## config.mk

```make
export PLATFORM = sky130hd
export DESIGN_NAME = aclink_tx_framer
export DESIGN_NICKNAME = d
export VERILOG_FILES = /design/src/rtl/aclink_tx_pkg.sv /design/src/rtl/aclink_tx_timer.sv /design/src/rtl/aclink_tx_assemble.sv /design/src/rtl/aclink_tx_shifter.sv /design/src/rtl/aclink_tx_framer.sv
export SDC_FILE = /design/constraint.sdc
export NUM_CORES = 1
export LEC_CHECK = 0
export ABC_AREA = 1
export ABC_CLOCK_PERIOD_IN_PS = 1400
export CAP_MARGIN = 20
export CORE_ASPECT_RATIO = 0.8
export CORE_MARGIN = 2
export CORE_UTILIZATION = 28
export DETAILED_ROUTE_END_ITERATION = 10
export DONT_BUFFER_PORTS = 1
export PLACE_DENSITY = 0.42
export REMOVE_ABC_BUFFERS = 1
export SLEW_MARGIN = 20
export SYNTH_ARGS = -nofsm -noshare
export SYNTH_HDL_FRONTEND = slang
export SYNTH_SLANG_ARGS = --single-unit
```

## constraint.sdc

```tcl
create_clock -name clk -period 1.4 [get_ports clk]
set_clock_uncertainty 0.1 [all_clocks]
set_input_delay 0.28 -clock clk [delete_from_list [all_inputs] [get_ports clk]]
set_output_delay 0.28 -clock clk [all_outputs]
set_load 0.05 [all_outputs]
```

## src/rtl/aclink_tx_pkg.sv

```systemverilog
package aclink_tx_pkg;
  localparam int TAG_W   = 16;
  localparam int SLOT_W  = 20;
  localparam int N_SLOTS = 12;
  localparam int ADDR_W  = 7;
  localparam int DATA_W  = 16;
  localparam int FRAME_W = TAG_W + N_SLOTS * SLOT_W;
  localparam int CNT_W   = $clog2(FRAME_W);

  typedef struct packed {
    logic ctl_addr;
    logic ctl_data;
    logic pcm_l;
    logic pcm_r;
  } tag_flags_t;

  function automatic logic [TAG_W-1:0] make_tag(input tag_flags_t f);
    return {(|f), f, {(TAG_W-5){1'b0}}};
  endfunction

  function automatic logic [SLOT_W-1:0] make_addr_slot(input logic req, input logic wr,
                                                       input logic [ADDR_W-1:0] addr);
    return req ? {wr, addr, {(SLOT_W-1-ADDR_W){1'b0}}} : '0;
  endfunction

  function automatic logic [SLOT_W-1:0] make_data_slot(input logic wen,
                                                       input logic [DATA_W-1:0] d);
    return wen ? {d, {(SLOT_W-DATA_W){1'b0}}} : '0;
  endfunction
endpackage

```

## src/rtl/aclink_tx_timer.sv

```systemverilog
module aclink_tx_timer
  import aclink_tx_pkg::*;
#(
  parameter int FRAME_BITS = FRAME_W,
  parameter int SYNC_BITS  = TAG_W
) (
  input  logic clk,
  input  logic rst,
  output logic load_o,
  output logic first_o,
  output logic sync_o
);
  localparam int CW = $clog2(FRAME_BITS);
  localparam logic [CW-1:0] LAST = CW'(FRAME_BITS - 1);

  logic [CW-1:0] cnt, cnt_nxt;
  logic          sync_q;

  always_comb cnt_nxt = (cnt == LAST) ? '0 : cnt + 1'b1;

  always_ff @(posedge clk) begin
    if (rst) begin
      cnt    <= CW'(FRAME_BITS - 2);
      sync_q <= 1'b0;
    end else begin
      cnt    <= cnt_nxt;
      sync_q <= (cnt_nxt == LAST) || (cnt_nxt < CW'(SYNC_BITS - 1));
    end
  end

  assign load_o  = (cnt == LAST);
  assign first_o = (cnt == '0);
  assign sync_o  = sync_q;
endmodule

```

## src/rtl/aclink_tx_assemble.sv

```systemverilog
module aclink_tx_assemble
  import aclink_tx_pkg::*;
#(
  parameter int SAMPLE_W = 18
) (
  input  logic                clk,
  input  logic                rst,
  input  logic                load,
  input  logic                ctl_req,
  input  logic                ctl_wr,
  input  logic [ADDR_W-1:0]   ctl_addr,
  input  logic [DATA_W-1:0]   ctl_wdata,
  input  logic [SAMPLE_W-1:0] pcm_l,
  input  logic                pcm_l_vld,
  input  logic [SAMPLE_W-1:0] pcm_r,
  input  logic                pcm_r_vld,
  input  logic                hold_l,
  input  logic                hold_r,
  output logic [FRAME_W-1:0]  frame_o,
  output logic [TAG_W-1:0]    tag_q_o,
  output logic                ctl_ack,
  output logic                pcm_l_ack,
  output logic                pcm_r_ack
);
  localparam int PAD = SLOT_W - SAMPLE_W;

  tag_flags_t        flags;
  logic [TAG_W-1:0]  tag;
  logic [SLOT_W-1:0] s_addr, s_data, s_left, s_right;

  always_comb begin
    flags.ctl_addr = ctl_req;
    flags.ctl_data = ctl_req & ctl_wr;
    flags.pcm_l    = pcm_l_vld & ~hold_l;
    flags.pcm_r    = pcm_r_vld & ~hold_r;
    tag     = make_tag(flags);
    s_addr  = make_addr_slot(ctl_req, ctl_wr, ctl_addr);
    s_data  = make_data_slot(flags.ctl_data, ctl_wdata);
    s_left  = flags.pcm_l ? (SLOT_W'(pcm_l) << PAD) : '0;
    s_right = flags.pcm_r ? (SLOT_W'(pcm_r) << PAD) : '0;
  end

  assign frame_o[FRAME_W-1 -: TAG_W] = tag;

  for (genvar k = 0; k < N_SLOTS; k++) begin : g_slot
    localparam int HI = FRAME_W - TAG_W - k * SLOT_W - 1;
    if (k == 0) begin : g_addr
      assign frame_o[HI -: SLOT_W] = s_addr;
    end else if (k == 1) begin : g_data
      assign frame_o[HI -: SLOT_W] = s_data;
    end else if (k == 2) begin : g_left
      assign frame_o[HI -: SLOT_W] = s_left;
    end else if (k == 3) begin : g_right
      assign frame_o[HI -: SLOT_W] = s_right;
    end else begin : g_zero
      assign frame_o[HI -: SLOT_W] = '0;
    end
  end

  always_ff @(posedge clk) begin
    if (rst) begin
      tag_q_o   <= '0;
      ctl_ack   <= 1'b0;
      pcm_l_ack <= 1'b0;
      pcm_r_ack <= 1'b0;
    end else begin
      ctl_ack   <= load & flags.ctl_addr;
      pcm_l_ack <= load & flags.pcm_l;
      pcm_r_ack <= load & flags.pcm_r;
      if (load) tag_q_o <= tag;
    end
  end
endmodule

```

## src/rtl/aclink_tx_shifter.sv

```systemverilog
module aclink_tx_shifter #(
  parameter int WIDTH = 256
) (
  input  logic             clk,
  input  logic             rst,
  input  logic             load,
  input  logic [WIDTH-1:0] frame_i,
  output logic             sdo
);
  logic [WIDTH-1:0] shreg;

  always_ff @(posedge clk) begin
    if (rst)       shreg <= '0;
    else if (load) shreg <= frame_i;
    else           shreg <= {shreg[WIDTH-2:0], 1'b0};
  end

  assign sdo = shreg[WIDTH-1];
endmodule

```

## src/rtl/aclink_tx_framer.sv

```systemverilog
module aclink_tx_framer
  import aclink_tx_pkg::*;
#(
  parameter int SAMPLE_W = 18
) (
  input  logic                clk,
  input  logic                rst,
  input  logic                ctl_req,
  input  logic                ctl_wr,
  input  logic [ADDR_W-1:0]   ctl_addr,
  input  logic [DATA_W-1:0]   ctl_wdata,
  output logic                ctl_ack,
  input  logic [SAMPLE_W-1:0] pcm_l,
  input  logic                pcm_l_vld,
  output logic                pcm_l_ack,
  input  logic [SAMPLE_W-1:0] pcm_r,
  input  logic                pcm_r_vld,
  output logic                pcm_r_ack,
  input  logic                hold_l,
  input  logic                hold_r,
  output logic                sync_o,
  output logic                sdo
);
  logic               frame_load;
  logic               frame_first;
  logic [FRAME_W-1:0] frame_bits;
  logic [TAG_W-1:0]   tag_q;

  aclink_tx_timer #(.FRAME_BITS(FRAME_W), .SYNC_BITS(TAG_W)) u_timer (
    .clk(clk), .rst(rst), .load_o(frame_load), .first_o(frame_first), .sync_o(sync_o)
  );

  aclink_tx_assemble #(.SAMPLE_W(SAMPLE_W)) u_asm (
    .clk(clk), .rst(rst), .load(frame_load),
    .ctl_req(ctl_req), .ctl_wr(ctl_wr), .ctl_addr(ctl_addr), .ctl_wdata(ctl_wdata),
    .pcm_l(pcm_l), .pcm_l_vld(pcm_l_vld), .pcm_r(pcm_r), .pcm_r_vld(pcm_r_vld),
    .hold_l(hold_l), .hold_r(hold_r),
    .frame_o(frame_bits), .tag_q_o(tag_q),
    .ctl_ack(ctl_ack), .pcm_l_ack(pcm_l_ack), .pcm_r_ack(pcm_r_ack)
  );

  aclink_tx_shifter #(.WIDTH(FRAME_W)) u_shift (
    .clk(clk), .rst(rst), .load(frame_load), .frame_i(frame_bits), .sdo(sdo)
  );
endmodule

```

==> results of run 1 <==
==> repair_timing <==
item                                    in CTS  in global routing
setup buffers                                2                  4
hold buffers                                56                  5
endpoints found under the setup margin      97                 90
cloned                                       2                  7
pin swaps                                    9                  3
endpoints found under the hold margin       62                 12
resized for setup                           38                 63
==> per-layer routing <==
layer,up-vias,GRT usage (%),share of wire [%]
li1,1585,-,-
met4,0,4.04,1.5
met3,12,4.48,4.6
met1,1377,15.5,50
met5,-,0,0
met2,68,18.8,44
==> worst max-delay path by stage <==
stage | end | startpoint | slack (ns)
after floorplan | u_shift.shreg[180] | u_timer.cnt[1] | -0.79
after global placement | u_shift.shreg[165] | u_timer.cnt[0] | -0.17
after detailed placement | u_shift.shreg[192] | u_timer.cnt[0] | -0.20
after CTS | u_shift.shreg[239] | u_timer.cnt[4] | -0.05
after global routing | u_timer.sync_o | u_timer.cnt[4] | -0.18
final | u_shift.shreg[225] | u_timer.cnt[0] | -0.09
==> worst max-delay path, delay by kind of cell, from the launching register on <==
kind / cells / cell delay, ns
adders and majority gates: 1 / 0.15
buffers and inverters: 4 / 0.52
DFF: 1 / 0.35
and+or+nand+nor: 4 / 0.28
==> placed cells by master (no fill, tap or decap) <==
cell	instances
inv_2	2
ha_1	1
inv_4	2
nand2_1	120
o21ai_4	1
nand3_4	2
nor2_1	16
clkinv_2	1
nor3_1	1
o21ai_0	2
buf_6	10
clkbuf_16	11
a21oi_2	6
inv_1	44
nand2_2	14
dfxtp_2	7
buf_12	4
dlygate4sd3_1	61
inv_8	3
bufinv_16	1
nand3_1	66
o21bai_1	1
a21oi_1	12
nand2_4	2
inv_6	4
clkbuf_8	1
ha_4	1
nor2_4	11
nor2_2	15
nand2_8	2
buf_4	18
dfxtp_1	99
clkinv_1	1
clkinv_4	4
nand3_2	4
==> layout make-up <==
cell class              count  area, sq um  share of cell area (%)
multi-input cells         277         1470                    27.4
repair buffers             95          988                    18.4
repair inverters            5         41.3                   0.768
well taps                 175          219                    4.07
inverters                  51          214                    3.98
flip-flops and latches    106         2130                    39.6
clock buffers              10          239                    4.44
clock inverters             6         72.6                    1.35
==> power by group <==
part / internal, uW / switching, uW
clock: 1460 / 1130
combinational: 1110 / 1320
sequential: 3250 / 162
total: 5820 / 2610
==> metrics by stage <==
stage                     instance area [sq um]  power, uW  cells  setup TNS [ns]  hold WS (ns)
after floorplan                            3540       4370    433          -61.91         0.249
after global placement                     4000       5100    635          -10.44         0.253
after detailed placement                   4000       5110    635          -12.24         0.253
after CTS                                  5020       8170    711          -0.932       -0.0556
after global routing                       5380       8910    725          -11.00      0.000789
final                                      5380       8430    725           -3.77      -0.00552
==> cells by family after synthesis <==
group	after synthesis
flops	106
simple gates	252
compound gates	22
fa+ha+maj	2
buf+inv	74
==> state kept, by name, summed over array words and instances (netlist names) <==
name / cells
u_asm.pcm_l_ack: 1
u_asm.pcm_r_ack: 1
u_timer.sync_o: 1
u_asm.ctl_ack: 1
u_timer.cnt: 8
u_shift.shreg: 94
==> results.yml, run 1 <==
sta:
  min_period_ns: 1.49
  clock.fmax_ghz: 0.670
  slew-limit-headroom_pct: 48.9
  setup_violations: 86
  rsz0062_at_grt: "true"
  worst_slew_pin_slew_ns: 0.764
  fin_ws_ns: -0.0915
  post-route-period-util_pct: 107
  whs_ns: -0.00552
  drv_slew: 0
  hold_viol_final: 2
place:
  dp_hpwl_um: 4970
  io_buffers: 0
  gp_congestion: 0.702
  dp_slack_ns: -0.200
drt:
  wire_per_inst_um: 12.0
  first_pass_iters: 4
  vias_per_cell: 4.20
  drtIter0Drc: 99
  vias: 3042
  wirelength_um: 8670
  drc: 0
  antenna_left: 0
synth:
  syn_area_per_cell_sq_um: 8.05
  yosysTopAreaCellShare_pct: 57.8
  yosys_register_bits: 106
  synthXorXnorAreaFrac_pct: 0
  muxShareOfSynthArea_pct: 0
  synth.yosys.warnings: 0
  synth_top_area_cell: "dfxtp_1"
  synth_edf_count: 0
  ys_seq_area_share_pct: 57.8
  synth_common_cells: "nand2_1, dfxtp_1, nand3_1"
  synthDistinctLibCells: 20
  synthTopCellsByArea: "dfxtp_1, nand2_1, nand3_1, inv_1, nor2_1"
  synthAdderAreaFrac_pct: 0.682
  synth_compound_area_share_pct: 3.07
  synth_top_family_by_area: "simple AND/OR/NAND/NOR gates"
  syn_inst: 456
  synth_most_common_cell: "nand2_1"
  synth-main-ff-cell: "dfxtp_1"
  synth_area_sq_um: 3670
  synth-async-reset-ratio_pct: 0
  synthSimpleGateAreaFrac_pct: 29.5
clock_network:
  clkSinkCount: 106
  cts_buffer_depth: 2
  cts_max_level: 3
  insertion_delay_ns: 0.35
  cts_root_buf: "clkbuf_16"
  cts_tree: "done"
  cts_buffers: 9
  clk_pin_slew_ns: 0.07
min_path:
  hold_depth: 2
  hold_start: "ctl_wr"
  min_path_type: "in -> reg"
  holdPathEnd: "u_shift.shreg[212]"
worst_setup_path:
  timing.rr.start: "u_timer.cnt[0]"
  crit_chain: "ha_4 > nand2_4 > inv_4 > nand3_4 > buf_6 > buf_6 > nand2_8 > clkbuf_16 > nor2_1"
  rr_endpoint: "u_shift.shreg[225]"
  slowest_stage: "dfxtp_2"
  worstSetupEndpointType: "flop"
  start_kind: "flop"
  criticalPathCategory: "reg -> reg"
  worstPathRequired_ns: 1.54
  reg2reg_depth: 9
  crit_top_cell: "buf_6"
  cp_data_arrival_time_ns: 1.63
  r2r_slack_ns: -0.09
  slowest_delay_ns: 0.35
  path_max_fanout: 6
status:
  violations: "negative hold slack, negative setup slack"
  outcome: "finished, violations left"
global_routing:
  grt_util_all_layers_pct: 12.1
  grt_pass1_wl_um: 13600
  overflow: 0
  grt_pass1_vias: 2928
  antenna_found_initial: 0
  grt_start_max_net_pins: 31
floorplanning:
  fp.coreArea_sq_um: 12800
  die-area_sq_um: 14000
  start_util_pct: 28.6
  fp.dieH_um: 106
  rows: 37
  die_w_um: 132
  pin_count: 72
power:
  p_leak_uw: 0.00229
  power_density_nw_per_um2: 1570
  irDropWorstVdd_mv: 0.791
flow_run:
  max_cap_viol_count: 0
layout:
  fin_nets: 614
  n_fill_cell: 1296
  syn_to_final_growth_pct: 46.5
  drive_above_1_share_pct: 22.9
  fin_util_pct: 41.9
  num_antenna_cells: 0
Power figures use the tool's default switching activity.
==> run 2: changes to the inputs <==
--- a/config.mk
+++ b/config.mk
@@ -7,7 +7,6 @@
 export LEC_CHECK = 0
 export ABC_AREA = 1
 export ABC_CLOCK_PERIOD_IN_PS = 1400
-export CAP_MARGIN = 20
 export CORE_ASPECT_RATIO = 0.8
 export CORE_MARGIN = 2
 export CORE_UTILIZATION = 28
@@ -15,7 +14,7 @@
 export DONT_BUFFER_PORTS = 1
 export PLACE_DENSITY = 0.42
 export REMOVE_ABC_BUFFERS = 1
-export SLEW_MARGIN = 20
+export SLEW_MARGIN = 10
 export SYNTH_ARGS = -nofsm -noshare
 export SYNTH_HDL_FRONTEND = slang
 export SYNTH_SLANG_ARGS = --single-unit
==> results of run 2 <==
The final DEF is identical to that of run 1; final timing and power are the same.
==> run 3: changes to the inputs <==
--- a/config.mk
+++ b/config.mk
@@ -14,7 +14,7 @@
 export DONT_BUFFER_PORTS = 1
 export PLACE_DENSITY = 0.42
 export REMOVE_ABC_BUFFERS = 1
-export SLEW_MARGIN = 10
+export SLEW_MARGIN = 20
 export SYNTH_ARGS = -nofsm -noshare
 export SYNTH_HDL_FRONTEND = slang
 export SYNTH_SLANG_ARGS = --single-unit
==> results of run 3 <==
The final DEF is identical to that of run 1; final timing and power are the same.
